`config.mk`:
```
export PLATFORM = sky130hd
export DESIGN_NAME = raster_timing_gen
export DESIGN_NICKNAME = d
export VERILOG_FILES = /design/src/rtl/rtg_pkg.sv /design/src/rtl/rtg_regs.sv /design/src/rtl/rtg_axis.sv /design/src/rtl/raster_timing_gen.sv
export SDC_FILE = /design/constraint.sdc
export NUM_CORES = 1
export LEC_CHECK = 0
export CORE_MARGIN = 2
export CORE_UTILIZATION = 50
export DETAILED_ROUTE_END_ITERATION = 10
export GPL_ROUTABILITY_DRIVEN = 0
export HOLD_SLACK_MARGIN = 0.15
export PLACE_DENSITY = 0.67
export SYNTH_ARGS = -nofsm -noshare
export SYNTH_HDL_FRONTEND = slang
export SYNTH_SLANG_ARGS = --single-unit
```
`constraint.sdc`:
```
create_clock -name clk -period 4.15 [get_ports clk]
set_input_delay 0.83 -clock clk [delete_from_list [all_inputs] [get_ports clk]]
set_output_delay 0.83 -clock clk [all_outputs]
set_load 0.03 [all_outputs]
```
`src/rtl/rtg_pkg.sv`:
```
package rtg_pkg;
  // Register word addresses
  localparam int ADR_CTRL  = 0;
  localparam int ADR_HGEOM = 1;
  localparam int ADR_HSYNC = 2;
  localparam int ADR_VGEOM = 3;
  localparam int ADR_VSYNC = 4;
  // Control word bit positions
  localparam int CB_RUN   = 0;
  localparam int CB_PLANE = 1;
  localparam int CB_HPOL  = 2;
  localparam int CB_VPOL  = 3;
  localparam int CB_CKINV = 4;
  // Lower bit of the upper field in geometry and sync words
  localparam int HI_LSB = 16;
endpackage

```
`src/rtl/rtg_regs.sv`:
```
module rtg_regs
  import rtg_pkg::*;
#(
  parameter int CW = 12,
  parameter int DW = 32,
  parameter int AW = 3
) (
  input  logic          clk,
  input  logic          rst,
  input  logic          wr_en,
  input  logic          rd_en,
  input  logic [AW-1:0] addr,
  input  logic [DW-1:0] wr_data,
  input  logic          plane_now,
  output logic [DW-1:0] rd_data,
  output logic          ten,
  output logic          plane_req,
  output logic          hpol,
  output logic          vpol,
  output logic          ckinv,
  output logic [CW-1:0] h_tot,
  output logic [CW-1:0] h_last,
  output logic [CW-1:0] h_start,
  output logic [CW-1:0] h_len,
  output logic [CW-1:0] v_tot,
  output logic [CW-1:0] v_last,
  output logic [CW-1:0] v_start,
  output logic [CW-1:0] v_len
);
  logic unused_wbits;
  assign unused_wbits = ^wr_data;

  function automatic logic [DW-1:0] pack2(input logic [CW-1:0] hi, input logic [CW-1:0] lo);
    logic [DW-1:0] w;
    w = '0;
    w[HI_LSB +: CW] = hi;
    w[0 +: CW] = lo;
    return w;
  endfunction

  always_ff @(posedge clk) begin
    if (rst) begin
      {ten, plane_req, hpol, vpol, ckinv} <= '0;
      {h_tot, h_last, h_start, h_len} <= '0;
      {v_tot, v_last, v_start, v_len} <= '0;
    end else if (wr_en) begin
      case (addr)
        AW'(ADR_CTRL): begin
          ten       <= wr_data[CB_RUN];
          plane_req <= wr_data[CB_PLANE];
          hpol      <= wr_data[CB_HPOL];
          vpol      <= wr_data[CB_VPOL];
          ckinv     <= wr_data[CB_CKINV];
        end
        AW'(ADR_HGEOM): begin h_tot <= wr_data[HI_LSB +: CW]; h_last  <= wr_data[0 +: CW]; end
        AW'(ADR_HSYNC): begin h_len <= wr_data[HI_LSB +: CW]; h_start <= wr_data[0 +: CW]; end
        AW'(ADR_VGEOM): begin v_tot <= wr_data[HI_LSB +: CW]; v_last  <= wr_data[0 +: CW]; end
        AW'(ADR_VSYNC): begin v_len <= wr_data[HI_LSB +: CW]; v_start <= wr_data[0 +: CW]; end
        default: ;
      endcase
    end
  end

  always_ff @(posedge clk) begin
    if (rst) begin
      rd_data <= '0;
    end else if (rd_en) begin
      case (addr)
        AW'(ADR_CTRL): begin
          rd_data <= '0;
          rd_data[CB_RUN]   <= ten;
          rd_data[CB_PLANE] <= plane_now;
          rd_data[CB_HPOL]  <= hpol;
          rd_data[CB_VPOL]  <= vpol;
          rd_data[CB_CKINV] <= ckinv;
        end
        AW'(ADR_HGEOM): rd_data <= pack2(h_tot, h_last);
        AW'(ADR_HSYNC): rd_data <= pack2(h_len, h_start);
        AW'(ADR_VGEOM): rd_data <= pack2(v_tot, v_last);
        AW'(ADR_VSYNC): rd_data <= pack2(v_len, v_start);
        default:        rd_data <= '0;
      endcase
    end
  end

  AST_RD_HOLD: assert property (@(posedge clk) disable iff (rst) !rd_en |=> $stable(rd_data));
endmodule

```
`src/rtl/rtg_axis.sv`:
```
module rtg_axis #(
  parameter int CW = 12
) (
  input  logic          clk,
  input  logic          rst,
  input  logic          run,
  input  logic          step,
  input  logic [CW-1:0] tot,
  input  logic [CW-1:0] last,
  input  logic [CW-1:0] start,
  input  logic [CW-1:0] len,
  output logic [CW-1:0] cnt,
  output logic          at_end,
  output logic          vis,
  output logic          in_sync
);
  logic [CW:0] sync_stop;

  assign at_end    = (cnt == tot);
  assign vis       = (cnt <= last);
  assign sync_stop = {1'b0, start} + {1'b0, len};
  assign in_sync   = (cnt >= start) && ({1'b0, cnt} < sync_stop);

  always_ff @(posedge clk) begin
    if (rst || !run)  cnt <= '0;
    else if (step)    cnt <= at_end ? '0 : cnt + 1'b1;
  end

  AST_CNT_IN_RANGE: assert property (@(posedge clk) disable iff (rst) cnt <= tot);
endmodule

```
`src/rtl/raster_timing_gen.sv`:
```
module raster_timing_gen
  import rtg_pkg::*;
#(
  parameter int CW = 12,
  parameter int DW = 32,
  parameter int AW = 3
) (
  input  logic          clk,
  input  logic          rst,
  input  logic          wr_en,
  input  logic          rd_en,
  input  logic [AW-1:0] addr,
  input  logic [DW-1:0] wr_data,
  output logic [DW-1:0] rd_data,
  output logic          hsync_o,
  output logic          vsync_o,
  output logic          de_o,
  output logic [CW-1:0] hcnt_o,
  output logic [CW-1:0] vcnt_o,
  output logic          panel_clk_o
);
  localparam int NF = 8;

  logic ten, plane_req, hpol, vpol, ckinv, plane_act;
  logic [CW-1:0] s_ht, s_hl, s_hs, s_hw, s_vt, s_vl, s_vs, s_vw;
  logic [CW-1:0] a_ht, a_hl, a_hs, a_hw, a_vt, a_vl, a_vs, a_vw;
  logic [NF*CW-1:0] shadow_bank, act_bank;
  logic [CW-1:0] h_cnt, v_cnt;
  logic h_end, v_end, h_vis, v_vis, h_sync, v_sync;
  logic frame_end, vs_hit;

  rtg_regs #(.CW(CW), .DW(DW), .AW(AW)) u_regs (
    .clk(clk), .rst(rst), .wr_en(wr_en), .rd_en(rd_en), .addr(addr),
    .wr_data(wr_data), .plane_now(plane_act), .rd_data(rd_data),
    .ten(ten), .plane_req(plane_req), .hpol(hpol), .vpol(vpol), .ckinv(ckinv),
    .h_tot(s_ht), .h_last(s_hl), .h_start(s_hs), .h_len(s_hw),
    .v_tot(s_vt), .v_last(s_vl), .v_start(s_vs), .v_len(s_vw)
  );

  // Shadow geometry is copied into the active bank at frame wrap, or continuously while idle
  assign shadow_bank = {s_ht, s_hl, s_hs, s_hw, s_vt, s_vl, s_vs, s_vw};
  assign {a_ht, a_hl, a_hs, a_hw, a_vt, a_vl, a_vs, a_vw} = act_bank;
  assign frame_end = ten && h_end && v_end;

  always_ff @(posedge clk) begin
    if (rst)                     act_bank <= '0;
    else if (!ten || frame_end)  act_bank <= shadow_bank;
  end

  rtg_axis #(.CW(CW)) u_hax (
    .clk(clk), .rst(rst), .run(ten), .step(1'b1),
    .tot(a_ht), .last(a_hl), .start(a_hs), .len(a_hw),
    .cnt(h_cnt), .at_end(h_end), .vis(h_vis), .in_sync(h_sync)
  );

  rtg_axis #(.CW(CW)) u_vax (
    .clk(clk), .rst(rst), .run(ten), .step(h_end),
    .tot(a_vt), .last(a_vl), .start(a_vs), .len(a_vw),
    .cnt(v_cnt), .at_end(v_end), .vis(v_vis), .in_sync(v_sync)
  );

  // Plane request is honoured at pixel 0 of the first vertical-sync line
  assign vs_hit = ten && (h_cnt == '0) && (v_cnt == a_vs);

  always_ff @(posedge clk) begin
    if (rst)                  plane_act <= 1'b0;
    else if (!ten || vs_hit)  plane_act <= plane_req;
  end

  always_ff @(posedge clk) begin
    if (rst) begin
      hsync_o <= 1'b1;
      vsync_o <= 1'b1;
      de_o    <= 1'b0;
      hcnt_o  <= '0;
      vcnt_o  <= '0;
    end else begin
      hsync_o <= (ten && h_sync) ? hpol : ~hpol;
      vsync_o <= (ten && v_sync) ? vpol : ~vpol;
      de_o    <= ten && plane_act && h_vis && v_vis;
      hcnt_o  <= h_cnt;
      vcnt_o  <= v_cnt;
    end
  end

  assign panel_clk_o = clk ^ ckinv;

  AST_IDLE_NO_DE:      assert property (@(posedge clk) disable iff (rst) !ten |=> !de_o);
  AST_IDLE_POS_ZERO:   assert property (@(posedge clk) disable iff (rst)
                         (!ten && !$past(ten)) |=> (hcnt_o == '0 && vcnt_o == '0));
  AST_PLANE_AT_VSYNC:  assert property (@(posedge clk) disable iff (rst)
                         (ten && $past(ten) && (plane_act != $past(plane_act)))
                         |-> ($past(h_cnt) == '0 && $past(v_cnt) == $past(a_vs)));
  AST_BANK_AT_WRAP:    assert property (@(posedge clk) disable iff (rst)
                         (ten && $past(ten) && (act_bank != $past(act_bank)))
                         |-> (h_cnt == '0 && v_cnt == '0));
endmodule

```
==> flow_summary.yaml <==
die:
  fp.dieW_um: 166
  rows: 59
  die_area_mm2: 0.0276
  ios: 99
  die_h_um: 166
  core_area_mm2: 0.0259
  start_util_pct: 50.7
detailed_routing:
  drt-total-wl_um: 35200
  drt_iter0_markers: 916
  first_pass_iters: 5
  wl_per_cell_um: 18.2
  vias_per_cell: 5.60
  num_vias: 10807
  drc: 0
  ant_nets: 0
synthesis:
  yosysMostFrequentCell: "dfxtp_1"
  synth_common_cells: "273 x dfxtp_1, 214 x nand2_1, 185 x nor2_1"
  yosysWarnings: 0
  synth_seq_area_share_pct: 41.6
  ys_types: 51
  synth_edf_count: 0
  synth.area.top_cells: "dfxtp_1 42%, ha_1 9.2%, mux2i_1 8.8%, a21oi_1 6.5%, nand2_1 6.1%"
  syn_inst: 1521
  ys_async_sr_fraction_pct: 0
  avgSynthCellArea_um2: 8.64
  syn_area_mm2: 0.0131
  synth_flop_cell: "dfxtp_1"
  yosysTopAreaCell: "dfxtp_1"
  ys_ff_latch: 273
  synth_top_area_share_pct: 41.6
placement:
  numPortBuffers: 82
  dp.cells: 1879
  placed_cell_area_mm2: 0.0142
  dpl.hpwl_um: 25600
  pre_cts_slack_ns: 0.472
finish:
  ff_latch_area_mm2: 0.00547
  stdcell_count: 1931
  multi_input_area_mm2: 0.00699
  nFillCells: 2341
  syn2layout_area_growth_pct: 15.6
  final_area_mm2: 0.0152
  layout-drive-gt1-share_pct: 5.26
  antennaDiodeCount: 0
  finalNetCount: 1714
timing:
  fin_skew_ns: 0.0130
  worst_pin_slew_ns: 0.944
  tns_ns: 0
  maxSlewViolCount: 0
  hold_viol: 0
  maxSlewHeadroom_pct: 36.9
  setup_viol: 0
  timing.final.ws_setup_ns: 0.0510
  rsz0062_at_grt: "no"
global_route:
  grtUsageTotal_pct: 25.0
  grt_pass1_wl_um: 55500
  grt_pass1_vias: 10129
  grt_overflow_total: 0
  antenna_found_initial: 0
  grt_max_degree: 100
worst_setup_path:
  critPathLaunchType: "clock port"
  reg2reg_slack_ns: 0.45
  crit_path_end_kind: "output pin"
  reg2reg_depth: 15
  path_max_fanout: 2
  required_ns: 3.32
  path_class: "clock port to output pin"
  crit_arrival_ns: 3.27
clocking:
  cts_setup_buffers: 0
  cts_tree: "built"
  clk_latency_ns: 0.65
  hold_buffers: 0
  post_cts_resized: 0
  clkTransAtPathRegs_ns: 0.06
job:
  drv_cap: 0
pwr:
  power.density_mw_per_mm2: 375
  ir_worst_vdd_mv: 0.320
  p_leak_nw: 6.58
min_path:
  holdPathStages: 2
  hold_path_class: "flop to flop"
outcome:
  status: "complete, no violations"
## through the flow
stage	total power, mW	util, %	hold slack, ns
2_1_floorplan	2.96	-	0.448
3_3_place_gp	3.09	54.8	0.459
3_5_place_dp	3.10	54.8	0.463
5_1_grt	5.89	58.7	0.491
6_report	5.70	58.7	0.474
4_1_cts	5.74	58.6	0.472
## flip-flops by register name, indices dropped and copies added (netlist names), 12 cells and up
| signal | count |
|---|---|
| act_bank | 96 |
| u_regs.rd_data | 24 |
| hcnt_o | 12 |
| u_hax.cnt | 12 |
| u_regs.h_last | 12 |
| u_regs.h_len | 12 |
| u_regs.h_start | 12 |
| u_regs.h_tot | 12 |
| u_regs.v_last | 12 |
| u_regs.v_len | 12 |
| u_regs.v_start | 12 |
| u_regs.v_tot | 12 |
| u_vax.cnt | 12 |
| vcnt_o | 12 |
## layout by cell type, fill, tap and decap left out, types with 12 or more instances in the layout
cell type / count
a21o_1: 16
a21oi_1: 172
a22oi_1: 43
buf_4: 18
clkbuf_16: 30
clkdlybuf4s50_1: 81
dfxtp_1: 273
ha_1: 97
inv_1: 69
mux2i_1: 115
nand2_1: 214
nand3_1: 12
nand4_1: 19
nor2_1: 185
nor2b_1: 29
o21ai_0: 21
xnor2_1: 19
xor2_1: 43
## worst paths after layout
path	to	start
hold reg to reg	u_regs.v_tot[0]$_SDFFE_PP0P_	u_regs.v_tot[0]$_SDFFE_PP0P_
hold / removal	u_regs.v_tot[0]$_SDFFE_PP0P_	u_regs.v_tot[0]$_SDFFE_PP0P_
setup / recovery	panel_clk_o	clk
setup reg to reg	vsync_o$_SDFF_PP1_	act_bank[1]$_SDFFE_PP0P_
## per-layer routing
| metal | share of wire (%) | wire length, um | GRT usage [%] |
|---|---|---|---|
| met3 | 5.7 | 1990 | 3.24 |
| met4 | 2.3 | 804 | 6.88 |
| met1 | 46 | 16300 | 35.6 |
| met2 | 46 | 16000 | 39.9 |
| met5 | 0 | 0 | 0 |
## layout make-up
cell class | count | area share, %
multi-input combinational | 1096 | 46.0
clock buffer | 39 | 5.60
timing repair buffer | 105 | 7.02
clock inverter | 14 | 0.988
inverter | 69 | 1.70
sequential | 273 | 36.0
tap | 335 | 2.76
## power by group
group / switching (mW) / internal [mW] / total [mW]
clock: 1.08 / 1.63 / 2.71
sequential: 0.0320 / 2.65 / 2.69
combinational: 0.200 / 0.110 / 0.310
## kinds of logic after synthesis
kind of cell	after synthesis	share of synthesized area, %
AND/OR/NAND/NOR	512	16.8
AO/OA/AOI/OAI	300	13.5
flip-flops	273	41.6
buffers and inverters	159	5.66
multiplexers	115	8.76
adder cells (fa/ha/maj)	99	9.54
XOR/XNOR	62	4.13
other	1	0.0285
## worst max-delay path, cell delays in order
cell and delay, ns:
clkbuf_16 0.12, clkbuf_16 0.13, xor2_1 0.22, clkdlybuf4s50_1 0.72
No activity file was read; power rests on OpenSTA's default activity.
